===== src/rtl/wwd_pkg.sv =====
`timescale 1ns/1ps
package wwd_pkg;
  localparam int CNT_W   = 7;
  localparam int PSC_W   = 3;
  localparam int DATA_W  = 32;
  localparam int STRB_W  = DATA_W / 8;
  localparam int PSC_MAX = (1 << PSC_W) - 1;

  localparam logic [CNT_W-1:0] CNT_RESET  = 7'h7F;
  localparam logic [CNT_W-1:0] WIN_RESET  = 7'h7F;
  localparam logic [CNT_W-1:0] EXPIRE_VAL = 7'h40;
  localparam logic [CNT_W-1:0] WARN_PREV  = 7'h41;

  localparam int CONF_EN_BIT  = 7;
  localparam int CONF_PSC_LSB = 8;
  localparam int CONF_FRZ_BIT = 16;

  typedef enum logic [1:0] {
    IDX_CTRL = 2'd0,
    IDX_CONF = 2'd1,
    IDX_STAT = 2'd2,
    IDX_NONE = 2'd3
  } reg_idx_e;

  typedef struct packed {
    logic             halt_freeze;
    logic [PSC_W-1:0] psc;
    logic             warn_en;
    logic [CNT_W-1:0] window;
  } conf_t;

  // merge new bytes into an old word lane by lane
  function automatic logic [DATA_W-1:0] lane_merge(input logic [DATA_W-1:0] old_w,
                                                   input logic [DATA_W-1:0] new_w,
                                                   input logic [STRB_W-1:0] strb);
    logic [DATA_W-1:0] res;
    for (int b = 0; b < STRB_W; b++) begin
      res[b*8 +: 8] = strb[b] ? new_w[b*8 +: 8] : old_w[b*8 +: 8];
    end
    return res;
  endfunction

  function automatic logic [DATA_W-1:0] conf_to_word(input conf_t c);
    logic [DATA_W-1:0] w;
    w = '0;
    w[CNT_W-1:0] = c.window;
    w[CONF_EN_BIT] = c.warn_en;
    w[CONF_PSC_LSB +: PSC_W] = c.psc;
    w[CONF_FRZ_BIT] = c.halt_freeze;
    return w;
  endfunction

  function automatic conf_t word_to_conf(input logic [DATA_W-1:0] w);
    conf_t c;
    c.window      = w[CNT_W-1:0];
    c.warn_en     = w[CONF_EN_BIT];
    c.psc         = w[CONF_PSC_LSB +: PSC_W];
    c.halt_freeze = w[CONF_FRZ_BIT];
    return c;
  endfunction

  // bus cycles per counter advance
  function automatic longint unsigned tick_cycles(input int div_log2, input int psc);
    return 64'd1 << (div_log2 + psc);
  endfunction

  // bus cycles from a reload with low six bits t_low until expiry
  function automatic longint unsigned timeout_cycles(input int div_log2, input int psc,
                                                     input int t_low);
    return tick_cycles(div_log2, psc) * longint'(t_low + 1);
  endfunction
endpackage


===== src/rtl/wwd_tick.sv =====
`timescale 1ns/1ps
module wwd_tick
  import wwd_pkg::*;
#(
  parameter int DIV_LOG2 = 12
) (
  input  logic             clk,
  input  logic             rst_n,
  input  logic             run,
  input  logic [PSC_W-1:0] psc,
  output logic             tick
);
  localparam int PC_W = DIV_LOG2 + PSC_MAX;

  logic [PC_W-1:0] pc;
  logic [PC_W-1:0] mask;

  // low DIV_LOG2+psc bits select the advance period
  always_comb begin
    for (int i = 0; i < PC_W; i++) begin
      mask[i] = (i < DIV_LOG2 + int'(psc));
    end
  end

  assign tick = run && ((pc & mask) == mask);

  always_ff @(posedge clk or negedge rst_n) begin
    if (!rst_n) begin
      pc <= '0;
    end else if (run) begin
      pc <= pc + 1'b1;
    end
  end
endmodule


===== src/rtl/wwd_core.sv =====
`timescale 1ns/1ps
module wwd_core
  import wwd_pkg::*;
(
  input  logic             clk,
  input  logic             rst_n,
  input  logic             tick,
  input  logic             ctrl_wr,
  input  logic [7:0]       ctrl_data,
  input  logic [CNT_W-1:0] window,
  output logic [CNT_W-1:0] cnt,
  output logic             active,
  output logic             warn_evt,
  output logic             ev_expire,
  output logic             ev_badwr,
  output logic             rst_req
);
  logic wr_active;
  logic advance;

  assign wr_active = active | ctrl_data[CNT_W];
  assign advance   = tick && !ctrl_wr;
  assign ev_badwr  = ctrl_wr && wr_active &&
                     (!ctrl_data[CNT_W-1] || (cnt > window));
  assign ev_expire = advance && active && (cnt == EXPIRE_VAL);
  assign warn_evt  = advance && (cnt == WARN_PREV);

  always_ff @(posedge clk or negedge rst_n) begin
    if (!rst_n) begin
      cnt     <= CNT_RESET;
      active  <= 1'b0;
      rst_req <= 1'b0;
    end else begin
      rst_req <= ev_badwr | ev_expire;
      if (ctrl_wr) begin
        cnt <= ctrl_data[CNT_W-1:0];
        if (ctrl_data[CNT_W]) active <= 1'b1;
      end else if (tick) begin
        cnt <= cnt - 1'b1;
      end
    end
  end
endmodule


===== src/rtl/wwd_regs.sv =====
`timescale 1ns/1ps
module wwd_regs
  import wwd_pkg::*;
#(
  parameter int ADDR_W = 2
) (
  input  logic              clk,
  input  logic              rst_n,
  input  logic              bus_sel,
  input  logic              bus_wr,
  input  logic [ADDR_W-1:0] bus_addr,
  input  logic [DATA_W-1:0] bus_wdata,
  input  logic [STRB_W-1:0] bus_strb,
  input  logic [CNT_W-1:0]  cnt,
  input  logic              active,
  input  logic              flag_set,
  output conf_t             conf,
  output logic              flag,
  output logic              ctrl_wr,
  output logic [7:0]        ctrl_data,
  output logic              flag_clr,
  output logic [DATA_W-1:0] bus_rdata
);
  logic wr_hit;
  logic hit_ctrl, hit_conf, hit_stat;

  assign wr_hit   = bus_sel && bus_wr;
  assign hit_ctrl = (bus_addr == ADDR_W'(IDX_CTRL));
  assign hit_conf = (bus_addr == ADDR_W'(IDX_CONF));
  assign hit_stat = (bus_addr == ADDR_W'(IDX_STAT));

  assign ctrl_wr   = wr_hit && hit_ctrl && bus_strb[0];
  assign ctrl_data = bus_wdata[7:0];
  assign flag_clr  = wr_hit && hit_stat && bus_strb[0] && !bus_wdata[0];

  always_ff @(posedge clk or negedge rst_n) begin
    if (!rst_n) begin
      conf <= word_to_conf(DATA_W'(WIN_RESET));
      flag <= 1'b0;
    end else begin
      if (wr_hit && hit_conf) begin
        conf <= word_to_conf(lane_merge(conf_to_word(conf), bus_wdata, bus_strb));
      end
      if (flag_set)      flag <= 1'b1;
      else if (flag_clr) flag <= 1'b0;
    end
  end

  always_comb begin
    bus_rdata = '0;
    if (hit_ctrl) begin
      bus_rdata[CNT_W-1:0] = cnt;
      bus_rdata[CNT_W]     = active;
    end else if (hit_conf) begin
      bus_rdata = conf_to_word(conf);
    end else if (hit_stat) begin
      bus_rdata[0] = flag;
    end
  end
endmodule


===== src/rtl/window_watchdog.sv =====
`timescale 1ns/1ps
module window_watchdog
  import wwd_pkg::*;
#(
  parameter int DIV_LOG2 = 12,
  parameter int ADDR_W   = 2
) (
  input  logic              clk,
  input  logic              rst_n,
  input  logic              bus_sel,
  input  logic              bus_wr,
  input  logic [ADDR_W-1:0] bus_addr,
  input  logic [31:0]       bus_wdata,
  input  logic [3:0]        bus_strb,
  output logic [31:0]       bus_rdata,
  input  logic              dbg_halt,
  output logic              irq,
  output logic              rst_req
);
  conf_t            conf;
  logic             flag, flag_clr, warn_evt;
  logic             ctrl_wr;
  logic [7:0]       ctrl_data;
  logic [CNT_W-1:0] cnt;
  logic             active;
  logic             tick, frozen;
  logic             ev_expire, ev_badwr;

  assign frozen = dbg_halt && conf.halt_freeze;
  assign irq    = flag && conf.warn_en;

  wwd_regs #(.ADDR_W(ADDR_W)) u_regs (
    .clk       (clk),
    .rst_n     (rst_n),
    .bus_sel   (bus_sel),
    .bus_wr    (bus_wr),
    .bus_addr  (bus_addr),
    .bus_wdata (bus_wdata),
    .bus_strb  (bus_strb),
    .cnt       (cnt),
    .active    (active),
    .flag_set  (warn_evt),
    .conf      (conf),
    .flag      (flag),
    .ctrl_wr   (ctrl_wr),
    .ctrl_data (ctrl_data),
    .flag_clr  (flag_clr),
    .bus_rdata (bus_rdata)
  );

  wwd_tick #(.DIV_LOG2(DIV_LOG2)) u_tick (
    .clk   (clk),
    .rst_n (rst_n),
    .run   (!frozen),
    .psc   (conf.psc),
    .tick  (tick)
  );

  wwd_core u_core (
    .clk       (clk),
    .rst_n     (rst_n),
    .tick      (tick),
    .ctrl_wr   (ctrl_wr),
    .ctrl_data (ctrl_data),
    .window    (conf.window),
    .cnt       (cnt),
    .active    (active),
    .warn_evt  (warn_evt),
    .ev_expire (ev_expire),
    .ev_badwr  (ev_badwr),
    .rst_req   (rst_req)
  );
endmodule


===== config.mk =====
export PLATFORM = sky130hd
export DESIGN_NAME = window_watchdog
export DESIGN_NICKNAME = d
export VERILOG_FILES = /design/src/rtl/wwd_pkg.sv /design/src/rtl/wwd_tick.sv /design/src/rtl/wwd_core.sv /design/src/rtl/wwd_regs.sv /design/src/rtl/window_watchdog.sv
export SDC_FILE = /design/constraint.sdc
export NUM_CORES = 1
export LEC_CHECK = 0
export BUFFER_PORTS_ARGS = -buffer_cell sky130_fd_sc_hd__buf_2
export CAP_MARGIN = 40
export CORE_UTILIZATION = 45
export CTS_CLUSTER_SIZE = 24
export DETAILED_ROUTE_END_ITERATION = 16
export PLACE_DENSITY = 0.82
export SYNTH_ARGS = -nofsm -noshare
export SYNTH_HDL_FRONTEND = slang
export SYNTH_SLANG_ARGS = --single-unit

===== constraint.sdc =====
create_clock -name clk -period 1.95 [get_ports clk]
set_clock_uncertainty 0.05 [all_clocks]
set_input_delay 0.585 -clock clk [delete_from_list [all_inputs] [get_ports clk]]
set_output_delay 0.585 -clock clk [all_outputs]
set_load 0.03 [all_outputs]

==> results.toml <==
[pwr]
p_per_area_mw_per_mm2 = 907
p_switching_mw = 0.924
max-vdd-ir-drop_mv = 0.577
comb_power_share_pct = 31.3
power_frac_clock_pct = 21.6
p_leak_nw = 1.39
internal_power_mw = 1.75
seq_power_share_pct = 47.1
switching_share_pct = 34.5
total_power_mw = 2.68

[grt]
track_usage_pct = 18.8
antenna_found_initial = 0
grt_pass1_wl_microns = 8830
grt_pass1_vias = 1921
grt_start_max_net_pins = 23
grt_overflow = 0

[routing]
first_pass_iters = 5
vias = 1986
wl_met3_microns = 239
routed.top_layer = "met4"
post-route-drc-count = 0
viasPerCell = 5.32
drtIter0Drc = 96
final_antenna_net_count = 0
met2_length_microns = 2510
drt-met1-wl_microns = 2370
wl_microns = 5250
routedWlPerCell_microns = 14.1

[cells_and_area]
drive_above_1_share_pct = 31.0
area.growth.synth_to_final_pct = 16.7
antennaDiodeCount = 0
utilization_pct = 56.0
nNetsFinal = 356
nFillCells = 456

[floorplan]
die_area_sq_mm = 0.00592
rows = 26
start_util_pct = 48.0
die_width_microns = 77.0
core_sq_mm = 0.00527
die_y_microns = 77.0
io_pins = 77

[critical_path]
cp_top_family = "buffers and inverters"
cp-end-kind = "output port"
crit_fanout = 9
r2r_cells = 7
cp.buffers_inverters = 3
worstPathRequired_ns = 1.31
slowest_delay_ns = 0.22
slowest_stage = "mux2i_1"
worstPathCellList = "buf_2 -> buf_12 -> mux2i_1 -> o21ai_2 -> buf_6"
crit_arrival_ns = 1.28
rrSetupSlack_ns = 0.15
r2r_start = "u_regs.conf[1]$_DFFE_PN1P_"
r2r_end = "u_core.rst_req$_DFF_PN0_"
crit_path_start_kind = "input pin"
critical_path_class = "input pin to output port"

[place]
portBuffers = 35
place.gp.congestion = 0.827
dp_hpwl_microns = 3810

[logic_synthesis]
ys_ff_latch = 41
async_reset_ff_share_pct = 100
yosysWarnings = 0
synth_area_per_cell_sq_um = 10.1
synth_edf_count = 0
yosys.area.top_type = "dfrtp_1"
syn_inst = 251
synth_cell_type_count = 50
ys_top_cells_by_area = "dfrtp_1 27%, dfstp_2 15%, buf_4 5.9%"
ys.flop_type = "dfrtp_1"
netlist_area_sq_mm = 0.00253
synth_top_area_share_pct = 26.7
seq_area_frac_synth_pct = 41.3

[min_path]
hold_path.class = "input pin to async pin"

[clock_network]
cts_buffers = 5
cts_tree = "done"
postCtsHoldBufs = 0
clk_latency_ns = 0.29
cts-htree-levels = 2
clockBufferDepth = 2
cts.sinks = 41
path_clk_slew_ns = 0.08
root_buffer = "clkbuf_8"

[timing]
drv_slew = 0
finalCritPeriodShare_pct = 98.2
fmax_mhz = 522
rsz0062_at_grt = "true"
finalHoldViolCount = 0
min_period_ns = 1.91
setup_viol = 0

[run_status]
status = "completed"

[flow_run]
drv_cap = 0
==> how the worst max path moves through the flow <==
stage	startpoint	slack (ns)	end	depth (start not counted)
2_1_floorplan	bus_addr[0]	0.009	bus_rdata[1]	3
3_3_place_gp	bus_addr[0]	0.02	bus_rdata[16]	4
3_5_place_dp	bus_addr[0]	-0.05	bus_rdata[8]	4
4_1_cts	bus_addr[0]	0.01	bus_rdata[0]	5
5_1_grt	u_core.cnt[2]$_DFFE_PN1P_	-0.02	bus_rdata[2]	3
6_report	bus_addr[0]	0.04	bus_rdata[0]	5
==> metal layers <==
layer	GRT usage, %	vias up
met1	23.7	951
met3	2.62	11
met5	0	-
met4	9.04	0
li1	-	952
met2	31.6	72
==> power groups by stage <==
| stage | logic (mW) | registers, mW | clock network [mW] |
|---|---|---|---|
| after floorplan | 0.630 | 1.22 | 0 |
| after global placement | 0.755 | 1.27 | 0 |
| after detailed placement | 0.785 | 1.28 | 0 |
| after CTS | 0.799 | 1.27 | 0.588 |
| after global routing | 0.922 | 1.29 | 0.626 |
| final | 0.837 | 1.26 | 0.578 |
==> cell usage after synthesis (2+ instances only) <==
| library cell | n |
|---|---|
| dfrtp_1 | 27 |
| nor2_1 | 21 |
| buf_4 | 20 |
| dfstp_2 | 14 |
| nand3_1 | 14 |
| mux2_2 | 13 |
| xnor2_1 | 13 |
| ha_1 | 11 |
| nand2_1 | 11 |
| inv_1 | 10 |
| nand4_1 | 10 |
| mux2i_1 | 8 |
| o21ai_0 | 8 |
| a31oi_1 | 5 |
| and2_1 | 5 |
| nor2b_1 | 5 |
| nor3_1 | 5 |
| xor2_1 | 5 |
| nand4b_1 | 4 |
| a21oi_1 | 3 |
| and3_1 | 3 |
| nand2b_1 | 3 |
| and3_4 | 2 |
| and4_1 | 2 |
| buf_2 | 2 |
| o211ai_1 | 2 |
| o31ai_1 | 2 |
==> area by class of cell <==
cell class / count / area, sq um / area share [%]
clock buffer: 8 / 90.1 / 3.05
inverter: 11 / 41.3 / 1.40
multi-input combinational: 193 / 1350 / 45.7
sequential: 41 / 1040 / 35.4
tap: 70 / 87.6 / 2.97
timing repair buffer: 50 / 342 / 11.6
==> through the flow <==
stage | setup TNS, ns | setup slack, ns | hold slack (ns) | cells | cell area [sq um]
global placement | 0 | 0.0240 | 0.403 | 361 | 2810
floorplan | 0 | 0.00869 | 0.239 | 270 | 2600
detailed placement | -0.152 | -0.0502 | 0.408 | 361 | 2810
global route | -0.0194 | -0.0194 | 0.204 | 373 | 2950
CTS | 0 | 0.0142 | 0.197 | 369 | 2900
finish | 0 | 0.0355 | 0.181 | 373 | 2950
==> flip-flops by register name, indices dropped and copies added (netlist names) <==
register and cells:
u_core.active 1, u_core.cnt 7, u_core.rst_req 1, u_regs.conf 12
u_regs.flag 1, u_tick.pc 19
==> layout by cell type, fill, tap and decap left out, types with 13 or more instances in the layout <==
master | synthesis | layout
conb_1 | 1 | 20
buf_4 | 20 | 13
dfstp_2 | 14 | 14
mux2_2 | 13 | 13
nor2_1 | 21 | 21
nand3_1 | 14 | 14
xnor2_1 | 13 | 13
buf_2 | 2 | 30
dfrtp_1 | 27 | 27
==> cell families (layout without fill, tap and decap cells) <==
logic type      count (synthesis)  after routing  share of synthesized area (%)
fa+ha+maj                      11             11                           5.44
simple gates                   89             89                           19.0
buf+inv                        36             69                           8.71
other cells                     1             20                          0.148
compound gates                 34             34                           10.3
xor+xnor                       18             18                           6.23
mux                            21             21                           8.96
flops                          41             41                           41.3
==> timing repair <==
action	in CTS	in global routing
setup endpoints to repair	4	7
buffers inserted	0	4
gates resized for setup	1	9
pin swaps	0	0
(Power assumes the default switching activity.)
